## src/rtl/uframe_pkg.sv

```systemverilog
package uframe_pkg;
    typedef enum logic [2:0] {
        ST_IDLE,
        ST_SEND_HI,
        ST_WAIT_LO,
        ST_SEND_LO,
        ST_SPENT
    } fr_state_t;
endpackage

```

## src/rtl/uf_ready_timer.sv

```systemverilog
// Data-ready strobe generator. Low for PERIOD-HIGH_CYC cycles, high for
// HIGH_CYC cycles; the wrap back to zero is the update. The count freezes
// one cycle short of the high phase while the framer is (or is about to be)
// driving a frame, so the word cannot be replaced under an active frame.
module uf_ready_timer #(
    parameter int PERIOD   = 1024,
    parameter int HIGH_CYC = 4
) (
    input  logic clk,
    input  logic rst_n,
    input  logic hold_i,
    output logic ready_n_o,
    output logic update_o
);
    localparam int CW = $clog2(PERIOD);
    localparam logic [CW-1:0] LAST  = CW'(PERIOD - 1);
    localparam logic [CW-1:0] THR   = CW'(PERIOD - HIGH_CYC);
    localparam logic [CW-1:0] PRE   = CW'(PERIOD - HIGH_CYC - 1);

    logic [CW-1:0] cnt;

    always_ff @(posedge clk or negedge rst_n) begin
        if (!rst_n)
            cnt <= THR;
        else if (cnt == PRE && hold_i)
            cnt <= cnt;
        else if (cnt == LAST)
            cnt <= '0;
        else
            cnt <= cnt + 1'b1;
    end

    assign ready_n_o = (cnt >= THR);
    assign update_o  = (cnt == LAST);
endmodule

```

## src/rtl/uf_edge_det.sv

```systemverilog
// Falling-edge detector for the external bit clock (assumed synchronous).
module uf_edge_det (
    input  logic clk,
    input  logic rst_n,
    input  logic bclk_i,
    output logic fall_o
);
    logic bclk_q;

    always_ff @(posedge clk or negedge rst_n) begin
        if (!rst_n)
            bclk_q <= 1'b0;
        else
            bclk_q <= bclk_i;
    end

    assign fall_o = bclk_q & ~bclk_i;
endmodule

```

## src/rtl/uf_frame_fsm.sv

```systemverilog
// Frame sequencer: picks which byte frame is on the line and which bit of it.
module uf_frame_fsm
    import uframe_pkg::*;
#(
    parameter int BYTE_W    = 8,
    parameter int STOP_BITS = 2,
    localparam int FRAME_LEN = 1 + BYTE_W + STOP_BITS,
    localparam int IW        = $clog2(FRAME_LEN)
) (
    input  logic          clk,
    input  logic          rst_n,
    input  logic          fall_i,
    input  logic          cs_n_i,
    input  logic          ready_n_i,
    input  logic          update_i,
    output fr_state_t     state_o,
    output logic [IW-1:0] idx_o,
    output logic          busy_next_o
);
    localparam logic [IW-1:0] LAST_I = IW'(FRAME_LEN - 1);

    fr_state_t     st, st_n;
    logic [IW-1:0] idx, idx_n;

    always_ff @(posedge clk or negedge rst_n) begin
        if (!rst_n) begin
            st  <= ST_SPENT;
            idx <= '0;
        end else begin
            st  <= st_n;
            idx <= idx_n;
        end
    end

    always_comb begin
        st_n  = st;
        idx_n = idx;
        if (update_i) begin
            // reload: a new word replaces whatever was left unsent
            st_n  = ST_IDLE;
            idx_n = '0;
        end else begin
            unique case (st)
                ST_IDLE: begin
                    if (fall_i && !cs_n_i && !ready_n_i) begin
                        st_n  = ST_SEND_HI;
                        idx_n = '0;
                    end
                end
                ST_SEND_HI: begin
                    if (fall_i) begin
                        if (idx == LAST_I) begin
                            idx_n = '0;
                            st_n  = cs_n_i ? ST_WAIT_LO : ST_SEND_LO;
                        end else begin
                            idx_n = idx + 1'b1;
                        end
                    end
                end
                ST_WAIT_LO: begin
                    if (!cs_n_i && !ready_n_i) begin
                        st_n  = ST_SEND_LO;
                        idx_n = '0;
                    end
                end
                ST_SEND_LO: begin
                    if (fall_i) begin
                        if (idx == LAST_I) begin
                            idx_n = '0;
                            st_n  = ST_SPENT;
                        end else begin
                            idx_n = idx + 1'b1;
                        end
                    end
                end
                ST_SPENT: begin
                    st_n = ST_SPENT;
                end
                default: begin
                    st_n  = ST_SPENT;
                    idx_n = '0;
                end
            endcase
        end
    end

    assign state_o     = st;
    assign idx_o       = idx;
    assign busy_next_o = (st_n == ST_SEND_HI) || (st_n == ST_SEND_LO);
endmodule

```

## src/rtl/dual_char_framer.sv

```systemverilog
module dual_char_framer
    import uframe_pkg::*;
#(
    parameter int BYTE_W    = 8,
    parameter int STOP_BITS = 2,
    parameter int PERIOD    = 1024,
    parameter int HIGH_CYC  = 4
) (
    input  logic                  clk,
    input  logic                  rst_n,
    input  logic [2*BYTE_W-1:0]   conv_word_i,
    input  logic                  bit_clk_i,
    input  logic                  cs_n_i,
    output logic                  ready_n_o,
    output logic                  txd_o,
    output logic                  txd_oe_o,
    output logic                  second_pending_o
);
    localparam int FRAME_LEN = 1 + BYTE_W + STOP_BITS;
    localparam int IW        = $clog2(FRAME_LEN);

    logic              fall, update, busy_next;
    fr_state_t         st;
    logic [IW-1:0]     idx;
    logic [2*BYTE_W-1:0] held;
    logic [BYTE_W-1:0] cur, shifted;
    logic              line_bit, drive;

    uf_edge_det i_edge (
        .clk    (clk),
        .rst_n  (rst_n),
        .bclk_i (bit_clk_i),
        .fall_o (fall)
    );

    uf_ready_timer #(.PERIOD(PERIOD), .HIGH_CYC(HIGH_CYC)) i_timer (
        .clk       (clk),
        .rst_n     (rst_n),
        .hold_i    (busy_next),
        .ready_n_o (ready_n_o),
        .update_o  (update)
    );

    uf_frame_fsm #(.BYTE_W(BYTE_W), .STOP_BITS(STOP_BITS)) i_fsm (
        .clk         (clk),
        .rst_n       (rst_n),
        .fall_i      (fall),
        .cs_n_i      (cs_n_i),
        .ready_n_i   (ready_n_o),
        .update_i    (update),
        .state_o     (st),
        .idx_o       (idx),
        .busy_next_o (busy_next)
    );

    // Word holder: sampled only on the update edge.
    always_ff @(posedge clk or negedge rst_n) begin
        if (!rst_n)
            held <= '0;
        else if (update)
            held <= conv_word_i;
    end

    // Output decode from state: byte choice, then bit within the frame.
    always_comb begin
        drive = 1'b0;
        cur   = '0;
        unique case (st)
            ST_SEND_HI: begin
                drive = 1'b1;
                cur   = held[2*BYTE_W-1:BYTE_W];
            end
            ST_SEND_LO: begin
                drive = 1'b1;
                cur   = held[BYTE_W-1:0];
            end
            default: begin
                drive = 1'b0;
                cur   = '0;
            end
        endcase
        shifted = cur >> (idx - IW'(1));
        if (idx == '0)
            line_bit = 1'b0;                 // start bit
        else if (idx <= IW'(BYTE_W))
            line_bit = shifted[0];           // data, LSB first
        else
            line_bit = 1'b1;                 // stop bits
    end

    assign txd_oe_o         = drive;
    assign txd_o            = drive ? line_bit : 1'b1;
    assign second_pending_o = (st == ST_WAIT_LO);
endmodule

```

## config.mk

```make
export PLATFORM = sky130hd
export DESIGN_NAME = dual_char_framer
export DESIGN_NICKNAME = d
export VERILOG_FILES = /design/src/rtl/uframe_pkg.sv /design/src/rtl/uf_ready_timer.sv /design/src/rtl/uf_edge_det.sv /design/src/rtl/uf_frame_fsm.sv /design/src/rtl/dual_char_framer.sv
export SDC_FILE = /design/constraint.sdc
export NUM_CORES = 1
export LEC_CHECK = 0
export BUFFER_PORTS_ARGS = -buffer_cell sky130_fd_sc_hd__buf_2
export CELL_PAD_IN_SITES_DETAIL_PLACEMENT = 1
export CELL_PAD_IN_SITES_GLOBAL_PLACEMENT = 2
export CORE_UTILIZATION = 41
export DETAILED_ROUTE_END_ITERATION = 7
export PLACE_DENSITY = 0.91
export RECOVER_POWER = 25
export SYNTH_ARGS = -nofsm -noshare
export SYNTH_HDL_FRONTEND = slang
export SYNTH_SLANG_ARGS = --single-unit
```

## constraint.sdc

```tcl
create_clock -name clk -period 3.3 [get_ports clk]
set_input_delay 0.66 -clock clk [delete_from_list [all_inputs] [get_ports clk]]
set_output_delay 0.66 -clock clk [all_outputs]
set_load 0.1 [all_outputs]
```

After elaboration in Yosys (flattened, before gate mapping)
Cells that the tools add are included.

Add/sub/neg operators: 3. $lt $le $gt $ge: 2. Equal/unequal tests: 13. Shift-type cells: 1. Mux-type cells: 21. Bitwise gates (word level): 2. Reduce and logical (&&, ||, !) cells: 11.

Operator list (number): $mux W3 (7); $eq A10 B10 Y1 const B (2); $mux W4 (5); $pmux W4 S4 (1); $pmux W8 S2 (1); $pmux W3 S4 (1); $add A10 B1 Y10 const B (1); $ge A10 B10 Y1 const B (1); $mux W10 (1); $eq A3 B2 Y1 const B (3); $ne A3 B1 Y1 const B (3); $shr A8 B4 Y1 (1); $eq A3 B1 Y1 const B (2); $mux W1 (5); $add A4 B1 Y4 const B (1); $eq A4 B4 Y1 const B (1); $le A4 B4 Y1 const B (1); $logic_and A1 B1 Y1 (4); $logic_not A4 Y1 (1); $reduce_and A4 Y1 (1); $sub A4 B1 Y4 const B (1); $eq A3 B3 Y1 const B (1); $logic_not A3 Y1 (1); $logic_not A1 Y1 (2); 5 further kinds (5).

Bits in registers: 34. Input port bits: 20. Output and inout bits: 4. Logic and storage cells: 58.

Logic depth before layout (Yosys ltp)
Word-level depth: 10. Depth in mapped cells: 8. Depth with buffers taken out: 7.

Hierarchy
A second synthesis with hierarchy kept.

Cells, all modules: 168. Area total of the unflattened synthesis: 1918.1 um^2.

Modules (own cells, without submodules): dual_char_framer (times used 1, cells each 64, area each 845.8 um^2, seq. area each 400.4 um^2); uf_ready_timer (times used 1, cells each 58, area each 576.8 um^2, seq. area each 260.2 um^2); uf_frame_fsm (times used 1, cells each 44, area each 456.7 um^2, seq. area each 176.4 um^2); uf_edge_det (times used 1, cells each 2, area each 38.8 um^2, seq. area each 25.0 um^2).

Least setup slack after synthesis
OpenSTA, ideal clock, no wires.

Path type: flip-flop to output port. Start: register i_fsm.idx[0] (netlist: i_fsm.idx_o[0]). End: output port txd_o. Arrival: 3.545 ns. Required time: 2.640 ns. Path slack: -0.905 ns. Cell stages (with the launch flop): 9. Buffers on the path: 1. Cells stage by stage: dfrtp_1 -> buf_2 -> inv_1 -> ha_1 -> xor2_1 -> mux2i_1 -> mux2i_1 -> a311oi_1 -> o21ai_0.

Word-level cells in the longest chain between the ends: 5. Elaborated cells on any way between the ends: 7. Those cells by class: add/sub: 1; order compare: 1; shift: 1; mux: 3; reduce/logical: 1.

Ends and longest elaborated chain: start, declared (line uf_frame_fsm.sv:23) `logic [IW-1:0] idx, idx_n;`; start signal, assigned (line uf_frame_fsm.sv:31) `idx <= idx_n;`; $sub A4 B1 Y4 (line dual_char_framer.sv:82) `shifted = cur >> (idx - IW'(1));`; $shr A8 B4 Y1 (line dual_char_framer.sv:82); $mux W1 (line dual_char_framer.sv:85) `else if (idx <= IW'(BYTE_W))`; $mux W1 (*) (line dual_char_framer.sv:83) `if (idx == '0)`; $mux W1 (*) (line dual_char_framer.sv:92) `assign txd_o = drive ? line_bit : 1'b1;`; end, declared (line dual_char_framer.sv:15) `output logic txd_o,`.

Mark *: on every way between the ends. The rest lies on a longest branch, timed or not.

Worst setup path in the final report
Same ends and word-level chain as after synthesis.

==> flow_metrics.env <==
export IMPL_status="complete, but fails checks"
export IMPL_failed_checks="max-capacitance violations, max-slew violations"
export IMPL_reg2reg_from="i_timer.cnt[4]"
export IMPL_yosysWarnings=0
export IMPL_path_cells="inv_1, ha_1, xor2_1, mux2i_1, mux2i_1, a311oi_1, o21ai_2, buf_2"
export IMPL_max_slew_worst_pin_slew_ps=1830
export IMPL_synth_edf_count=0
export IMPL_synth_flop_cell="dfrtp_1"
export IMPL_power_density_nw_per_um2=663
export IMPL_hpwl_um=2910
export IMPL_hold_path_startpoint="bit_clk_i"
export IMPL_root_buffer="clkbuf_8"
export IMPL_p_clk_share_pct=32.8
export IMPL_crit_family="flip-flops"
export IMPL_drv_slew=35
export IMPL_antenna_found_initial=0
export IMPL_crit_buf_inv=2
export IMPL_synth_seq_cells=34
export IMPL_cts_hold_buffers=0
export IMPL_fin_nets=208
export IMPL_initial_core_util_pct=42.6
export IMPL_cts_sinks=34
export IMPL_mappedNetlistNets=177
export IMPL_netlist_area_um2=1850
export IMPL_critical_path_class="register to output port"
export IMPL_grt_pass1_wl_um=6690
export IMPL_cts_buffers=5
export IMPL_max_freq_ghz=0.329
export IMPL_antenna_left=0
export IMPL_cts_tree="done"
export IMPL_grt_use_total_pct=18.1
export IMPL_synthCells=151
export IMPL_p_switching_uw=517
export IMPL_min_path_cells=1
export IMPL_cts_buffer_depth=2
export IMPL_die_width_um=69.2
export IMPL_layout_drive_gt1_share_pct=40.4
export IMPL_via_per_inst=5.36
export IMPL_synth_yosys_seq_area_share_pct=46.5
export IMPL_drc=0
export IMPL_power_mw=1.45
export IMPL_port_buffers=23
export IMPL_pin_count=24
export IMPL_async_flop_share_pct=100
export IMPL_internal_power_uw=928
export IMPL_core_um2=4350
export IMPL_setup_viol=0
export IMPL_insertedDiodeCount=0
export IMPL_ff_latch_area_um2=863
export IMPL_tns_ps=0
export IMPL_placedCellCount=223
export IMPL_wl_per_cell_um=17.3
export IMPL_route_final_wire_length_um=4060
export IMPL_fp_dieH_um=69.2
export IMPL_r2r_end="held[6]"
export IMPL_post_place_ws_ps=339
export IMPL_n_fill_cell=460
export IMPL_critical_path_arrival_ps=2380
export IMPL_cp_required_ps=2640
export IMPL_final_hold_viol_count=0
export IMPL_p_sw_share_pct=35.8
export IMPL_clock_latency_ps=290
export IMPL_holdPathEnd="i_edge.bclk_q"
export IMPL_power_leakage_nw=1.04
export IMPL_multi_input_area_um2=941
export IMPL_rsz0062_at_grt="no"
export IMPL_avgSynthCellArea_um2=12.3
export IMPL_synth_distinct_cells=40
export IMPL_final_common_cell="dfrtp_1"
export IMPL_rows=24
export IMPL_vias=1260
export IMPL_slew_headroom_pct=-22.3
export IMPL_area_delta_synth_final_pct=17.6
export IMPL_r2r_slack_ps=1030
export IMPL_ir_drop_v=0.000360
export IMPL_worstPathMaxFanout=7
export IMPL_fin_ws_ps=261
export IMPL_hold_class="input pin to register"
export IMPL_period_share_pct=92.1
export IMPL_worst_r2r_path_depth=4
export IMPL_fin_skew_ps=5.75
export IMPL_p_comb_share_pct=31.7
export IMPL_crit_cells=8
export IMPL_cap_violations=1
export IMPL_slowest_stage="dfrtp_2"
export IMPL_endpoint_kind="output port"
export IMPL_dr_pass1_iters=3
export IMPL_overflow=0
export IMPL_dr_first_iter_drc_count=49
export IMPL_path_common_cell="mux2i_1"
export IMPL_clkTransAtPathRegs_ps=80
export IMPL_final_cell_mix="dfrtp_1, buf_2, mux2_2"
export IMPL_period_minus_slack_ps=3040
export IMPL_floorplan_die_area_um2=4790
export IMPL_grt_pass1_vias=1319
export IMPL_place_gp_congestion=0.761
export IMPL_cp_start_kind="register"
export IMPL_seqPwrFrac_pct=35.5
export IMPL_cp_slowest_stage_delay_ps=460
export IMPL_grt_max_degree=35
export IMPL_instances_no_fill=235
export IMPL_cts_max_level=2
-- layer usage --
layer / track usage (%) / vias up / wire length (um)
met1: 21.8 / 639 / 1800
met5: 0 / - / 0
li1: - / 600 / -
met3: 5.38 / 5 / 117
met4: 5.90 / 0 / 51
met2: 30.9 / 16 / 2090
-- flip-flops by register name, indices dropped and copies added, names as in the netlist --
| name | cells |
|---|---|
| i_fsm.idx_o | 4 |
| held | 16 |
| i_fsm.state_o | 3 |
| i_edge.bclk_q | 1 |
| i_timer.cnt | 10 |
-- power groups by stage --
stage | clock [mW] | combinational (mW) | sequential (mW)
floorplan | 0 | 0.360 | 0.490
global placement | 0 | 0.388 | 0.521
detailed placement | 0 | 0.408 | 0.529
CTS | 0.480 | 0.411 | 0.521
global route | 0.504 | 0.492 | 0.521
finish | 0.474 | 0.458 | 0.513
-- timing repair --
item                       CTS  global route
gates resized for setup      0             1
setup endpoints to repair    0             1
buffers inserted             0             4
-- cells by family after synthesis --
family	after synthesis	share of synthesized area, %
XOR/XNOR	9	4.25
AND/OR/NAND/NOR	46	15.5
AO/OA/AOI/OAI	18	6.75
buffers and inverters	10	2.90
adder cells (fa/ha/maj)	6	4.05
flip-flops	34	46.5
multiplexers	28	20.1
-- per-stage QoR --
stage                     cell area [um^2]  hold slack [ps]  utilization [%]
after global routing                  2180              485             50.1
after global placement                2010              490             46.2
final                                 2180              494             50.1
after floorplan                       1860              364                -
after detailed placement              2010              489             46.2
after CTS                             2150              468             49.4
-- cells in the mapped netlist, types with 2 or more instances --
| cell type | number | share of area [%] |
|---|---|---|
| nand2b_1 | 4 | 1.4 |
| nor2_1 | 14 | 2.8 |
| nand3_1 | 5 | 1.4 |
| o21ai_0 | 7 | 1.9 |
| nor2b_1 | 2 | 0.68 |
| dfstp_2 | 9 | 13 |
| or3_1 | 2 | 0.68 |
| buf_6 | 2 | 1.2 |
| a311oi_1 | 2 | 0.95 |
| mux2_2 | 17 | 10 |
| mux2i_1 | 6 | 3.2 |
| mux4_1 | 4 | 5.7 |
| xor2_1 | 4 | 1.9 |
| ha_1 | 6 | 4.1 |
| inv_1 | 6 | 1.2 |
| a21oi_1 | 5 | 1.4 |
| nand2_1 | 3 | 0.61 |
| dfrtp_1 | 25 | 34 |
| xnor2_1 | 5 | 2.4 |
| nor3_1 | 3 | 0.81 |
-- how the worst max path moves through the flow --
| stage | from | end |
|---|---|---|
| final | i_fsm.idx_o[0] | txd_o |
| after global placement | i_fsm.idx_o[0] | txd_o |
| after global routing | i_fsm.idx_o[0] | txd_o |
| after detailed placement | i_fsm.idx_o[0] | txd_o |
| after CTS | i_fsm.idx_o[0] | txd_o |
| after floorplan | i_fsm.idx_o[0] | txd_o |
-- area by class of cell --
class,instances,share of cell area [%]
Multi-Input combinational cell,107,43.2
Sequential cell,34,39.6
Timing Repair Buffer,28,6.89
Clock buffer,5,3.16
Clock inverter,3,3.16
Tap cell,52,2.99
Inverter,6,1.03
-- worst register-to-register path: stages, from the launching register on --
cell	delay, ps
dfstp_2	570
and4_4	270
nand3_4	120
nor2_2	760
mux2_2	440
Power figures use the tool's default switching activity.
